**config.mk**
```make
export PLATFORM = sky130hd
export DESIGN_NAME = dreq_steer
export DESIGN_NICKNAME = d
export VERILOG_FILES = /design/src/rtl/dreq_steer_pkg.sv /design/src/rtl/dreq_steer_ctrl.sv /design/src/rtl/dreq_steer_srcsel.sv /design/src/rtl/dreq_steer_gate.sv /design/src/rtl/dreq_steer.sv
export SDC_FILE = /design/constraint.sdc
export NUM_CORES = 1
export LEC_CHECK = 0
export BUFFER_PORTS_ARGS = -buffer_cell sky130_fd_sc_hd__buf_4
export CORE_AREA = 2 2 39 41
export DETAILED_ROUTE_END_ITERATION = 6
export DIE_AREA = 0 0 41 43
export MAX_ROUTING_LAYER = met4
export PLACE_DENSITY = 0.55
export SLEW_MARGIN = 5
export SYNTH_ARGS = -nofsm -noshare
export SYNTH_HDL_FRONTEND = slang
export SYNTH_SLANG_ARGS = --single-unit
export TNS_END_PERCENT = 30
```
**constraint.sdc**
```tcl
create_clock -name clk -period 1.4 [get_ports clk]
set_input_delay 0.07 -clock clk [delete_from_list [all_inputs] [get_ports clk]]
set_output_delay 0.07 -clock clk [all_outputs]
set_load 0.02 [all_outputs]
```
**src/rtl/dreq_steer_pkg.sv**
```systemverilog
package dreq_steer_pkg;

    localparam int NUM_SRC = 5;
    localparam int SRC_W   = 3;
    localparam int REG_W   = 8;
    localparam int ALT_BIT = 7;
    localparam int SEL_BIT = 6;
    localparam int SRC_LSB = 0;

    typedef enum logic [SRC_W-1:0] {
        SRC_PIN   = 3'b000,
        SRC_UART0 = 3'b001,
        SRC_UART1 = 3'b010,
        SRC_SCC   = 3'b011,
        SRC_RSV4  = 3'b100,
        SRC_RSV5  = 3'b101,
        SRC_RSV6  = 3'b110,
        SRC_PAR   = 3'b111
    } src_code_e;

    typedef struct packed {
        logic      alt_en;
        logic      sel;
        src_code_e src;
    } ctrl_t;

    typedef struct packed {
        logic set;
        logic clr;
    } tc_evt_t;

    // Code that routes physical request line idx to channel 1.
    function automatic src_code_e code_for_line(int idx);
        case (idx)
            0:       return SRC_PIN;
            1:       return SRC_UART0;
            2:       return SRC_UART1;
            3:       return SRC_SCC;
            default: return SRC_PAR;
        endcase
    endfunction

    function automatic ctrl_t ctrl_from_bus(logic [REG_W-1:0] d);
        ctrl_t c;
        c.alt_en = d[ALT_BIT];
        c.sel    = d[SEL_BIT];
        c.src    = src_code_e'(d[SRC_LSB +: SRC_W]);
        return c;
    endfunction

    function automatic logic [REG_W-1:0] ctrl_to_bus(ctrl_t c);
        logic [REG_W-1:0] d;
        d = '0;
        d[ALT_BIT] = c.alt_en;
        d[SEL_BIT] = c.sel;
        d[SRC_LSB +: SRC_W] = c.src;
        return d;
    endfunction

endpackage

```
**src/rtl/dreq_steer_ctrl.sv**
```systemverilog
module dreq_steer_ctrl
    import dreq_steer_pkg::*;
(
    input  logic             clk,
    input  logic             rst,
    input  logic             wr_en,
    input  logic [REG_W-1:0] wr_data,
    input  logic             tc0_pulse,
    input  logic             tc1_pulse,
    output ctrl_t            ctrl_q
);

    tc_evt_t ev;

    always_comb begin
        ev.set = ctrl_q.alt_en & tc0_pulse;
        ev.clr = ctrl_q.alt_en & tc1_pulse;
    end

    // Priority: reset, CPU write, channel-0 set, channel-1 clear.
    always_ff @(posedge clk) begin
        if (rst) begin
            ctrl_q <= '0;
        end else if (wr_en) begin
            ctrl_q <= ctrl_from_bus(wr_data);
        end else if (ev.set) begin
            ctrl_q.sel <= 1'b1;
        end else if (ev.clr) begin
            ctrl_q.sel <= 1'b0;
        end
    end

endmodule

```
**src/rtl/dreq_steer_srcsel.sv**
```systemverilog
module dreq_steer_srcsel
    import dreq_steer_pkg::*;
#(
    parameter int N_LINES = NUM_SRC
) (
    input  src_code_e          code,
    input  logic [N_LINES-1:0] req,
    output logic               pick
);

    logic [N_LINES-1:0] hit;

    // Reserved codes match no line, so they pick nothing.
    for (genvar i = 0; i < N_LINES; i++) begin : g_line
        assign hit[i] = req[i] & (code == code_for_line(i));
    end

    assign pick = |hit;

endmodule

```
**src/rtl/dreq_steer_gate.sv**
```systemverilog
module dreq_steer_gate
    import dreq_steer_pkg::*;
(
    input  ctrl_t ctrl,
    input  logic  ch0_req_in,
    input  logic  src_pick,
    output logic  ch0_req,
    output logic  ch1_req
);

    always_comb begin
        ch0_req = ch0_req_in & ~ctrl.sel;
        if (ctrl.sel) begin
            ch1_req = ch0_req_in;
        end else if (ctrl.alt_en) begin
            ch1_req = 1'b0;
        end else begin
            ch1_req = src_pick;
        end
    end

endmodule

```
**src/rtl/dreq_steer.sv**
```systemverilog
module dreq_steer
    import dreq_steer_pkg::*;
#(
    parameter int N_LINES = NUM_SRC
) (
    input  logic               clk,
    input  logic               rst,
    input  logic [N_LINES-1:0] src_req,
    input  logic               ch0_req_in,
    input  logic               wr_en,
    input  logic [REG_W-1:0]   wr_data,
    input  logic               tc0_pulse,
    input  logic               tc1_pulse,
    output logic [REG_W-1:0]   rd_data,
    output logic               ch0_req,
    output logic               ch1_req
);

    ctrl_t ctrl_q;
    logic  src_pick;

    dreq_steer_ctrl u_ctrl (
        .clk       (clk),
        .rst       (rst),
        .wr_en     (wr_en),
        .wr_data   (wr_data),
        .tc0_pulse (tc0_pulse),
        .tc1_pulse (tc1_pulse),
        .ctrl_q    (ctrl_q)
    );

    dreq_steer_srcsel #(.N_LINES(N_LINES)) u_src (
        .code (ctrl_q.src),
        .req  (src_req),
        .pick (src_pick)
    );

    dreq_steer_gate u_gate (
        .ctrl       (ctrl_q),
        .ch0_req_in (ch0_req_in),
        .src_pick   (src_pick),
        .ch0_req    (ch0_req),
        .ch1_req    (ch1_req)
    );

    assign rd_data = ctrl_to_bus(ctrl_q);

endmodule

```
==> out/metrics.yaml <==
layout:
  syn2layout_area_growth_pct: 85.8
  top_register: "u_ctrl.ctrl_q"
  top_regs: "u_ctrl.ctrl_q x5"
  final_util: 0.366
  final_nets: 78
  largest_reg_flops: 5
  postLayoutCellArea_sq_um: 507
  multi_input_area_sq_um: 175
  finalNonFillerCells: 74
  regArea_sq_um: 109
  fillers: 164
  n_antenna_cell: 0
  drive_above_1_share: 0.569
critical_path:
  required_ns: 1.33
  r2r-end: "u_ctrl.ctrl_q[3]$_SDFFE_PP0P_"
  cp_num_cells: 5
  critical_path.max_stage_delay_ns: 0.33
  crit_buf_inv: 1
  crit_path_max_fanout: 4
  r2r_slack_ns: 0.48
  slowest_stage: "dfxtp_2"
  worstSetupEndpointType: "primary output"
  crit_path_start_kind: "flop"
  worstSetupPathType: "flop to primary output"
  r2r_start: "u_ctrl.ctrl_q[4]$_SDFFE_PP0P_"
  arrival_ns: 1.28
  path_cells: "nand2b_4, a21oi_2, a21oi_1, o41ai_2, buf_4"
  path_delay_family: "compound AO/OA/AOI/OAI gates"
  ff2ff_path_depth: 3
  crit_start: "u_ctrl.ctrl_q[0]$_SDFFE_PP0P_"
yosys:
  ys_seq_area_frac: 0.367
  synth-seq-cells: 5
  synth.area.top_cells: "dfxtp_1 (37%), mux2i_1 (15%), buf_4 (8.3%)"
  syn_inst: 33
  synth.largest_area_cell: "dfxtp_1"
  synth_warnings: 0
  synth_cell_types: 17
  yosys.area.top_type_share: 0.367
  synthesis.area_sq_um: 273
  avgSynthCellArea_sq_um: 8.27
clocking:
  cts_sinks: 5
  cts_max_level: 1
  clk_pin_slew_ns: 0.04
  cts_hold_buf: 0
  cts_tree: "done"
  cts.path.max_buffers: 2
  cts_buffers: 3
  insertion_delay_ns: 0.24
  cts_root_buffer: "clkbuf_4"
global_route:
  grt_max_degree: 7
  grt_pass1_vias: 283
  antenna_found_initial: 0
  overflow: 0
  grt_pass1_wl_microns: 1060
  grt_util_all_layers: 0.0930
timing:
  layout_min_cycle_time_ns: 1.35
  slew_violations: 0
  hold_viol: 0
  fin_crit_sh: 0.961
  clock_skew_ns: 0.0000172
  max_freq_mhz: 743
  report.final.setup_viol: 0
  rsz0062_at_grt: "true"
floorplanning:
  core-area_sq_um: 1380
  io_pins: 29
  rows: 14
  start_util: 0.197
  die_h_microns: 43
  fp.dieW_microns: 41
  die_area_sq_um: 1760
placement:
  gp_congestion: 0.630
  dp_cells: 71
  dp_hpwl_microns: 557
  portBuffers: 22
  place_area_sq_um: 462
status:
  status: "complete, no violations"
min_path:
  min_to: "u_ctrl.ctrl_q[1]$_SDFFE_PP0P_"
  hold_class: "primary input to flop"
  hp-start: "rst"
  min_path_cells: 2
job:
  cap_violations: 0
routing:
  drc: 0
  viasPerCell: 4.22
  drtAntennaViolNets: 0
  vias: 312
  drt_iter0_markers: 4
  wl_per_cell_microns: 9.58
  routed_wl_microns: 709
  first_pass_iters: 4
power:
  power_density_nw_per_um2: 904
  peakVddDrop_mv: 0.282
  p_leak_nw: 0.250
-- synthesized netlist by cell type --
| cell type | number |
|---|---|
| a2111oi_0 | 1 |
| a21oi_1 | 2 |
| a221oi_1 | 1 |
| buf_4 | 3 |
| clkbuf_1 | 1 |
| conb_1 | 1 |
| dfxtp_1 | 5 |
| inv_1 | 1 |
| mux2i_1 | 4 |
| nand2_1 | 2 |
| nand2b_1 | 1 |
| nand3_1 | 1 |
| nor2_1 | 4 |
| nor2b_1 | 3 |
| nor3_1 | 1 |
| o21ai_0 | 1 |
| o41ai_1 | 1 |
-- report_power, final --
part / switching (mW) / total, mW / leakage, nW / internal (mW)
Combinational: 0.0579 / 0.129 / 0.192 / 0.0708
Clock: 0.0568 / 0.164 / 0.0150 / 0.108
Sequential: 0.0140 / 0.165 / 0.0430 / 0.151
Total: 0.129 / 0.458 / 0.250 / 0.330
-- final cells by class --
cell class                 instances  area share
inverter                           1     0.00741
tap                               16      0.0395
timing repair buffer              23       0.341
clock buffer                       4      0.0519
multi-input combinational         25       0.346
sequential                         5       0.215
-- worst max-delay path by stage --
stage	slack, ns	to
finish	0.05	ch1_req
global route	-0.02	ch1_req
CTS	0.01	ch1_req
detailed placement	0.16	ch1_req
global placement	0.10	ch1_req
floorplan	0.05	ch1_req
-- cells by family (layout without fill, tap and decap cells) --
family          after synthesis  count (layout)  share of synthesized area
other cells                   1               3                     0.0137
compound gates                6               6                      0.151
flops                         5               5                      0.367
mux                           4               4                      0.147
buf+inv                       5              28                      0.110
simple gates                 12              12                      0.211
-- metrics by stage --
step	hold WS (ns)	worst slack (ns)	power, mW	setup TNS [ns]
floorplan	0.142	0.0505	0.231	0
global placement	0.278	0.105	0.294	0
detailed placement	0.282	0.160	0.295	0
CTS	0.0166	0.0119	0.469	0
global route	0.0193	-0.0220	0.495	-0.0220
finish	0.0204	0.0544	0.458	0
-- repair_timing --
action	CTS	global route
pin swaps	2	0
resized for setup	5	4
setup endpoints to repair	1	1
setup buffers	0	0
gates cloned	0	0
-- layout by cell type (no fill, tap or decap), types with 2 or more instances in the layout --
cell and instances:
buf_4 23, mux2i_1 4, nor2_1 4, nor2b_1 3, conb_1 3, clkbuf_4 3, nand2_1 2, dfxtp_4 2
dfxtp_1 2
-- worst register-to-register path, cell delays in order, from the launching register on --
cell,delay [ns]
dfxtp_1,0.41
nand2_1,0.07
a221oi_1,0.24
nor3_1,0.07
-- layer usage --
| metal | wire (microns) | vias to the layer above | part of all wire | global-route usage |
|---|---|---|---|---|
| met3 | 65 | 0 | 0.092 | 0.0157 |
| met4 | 0 | 0 | 0 | 0.0800 |
| met5 | 0 | - | 0 | - |
| met1 | 299 | 138 | 0.42 | 0.111 |
| li1 | - | 158 | - | - |
| met2 | 344 | 16 | 0.49 | 0.128 |
Power figures use the tool's default switching activity.
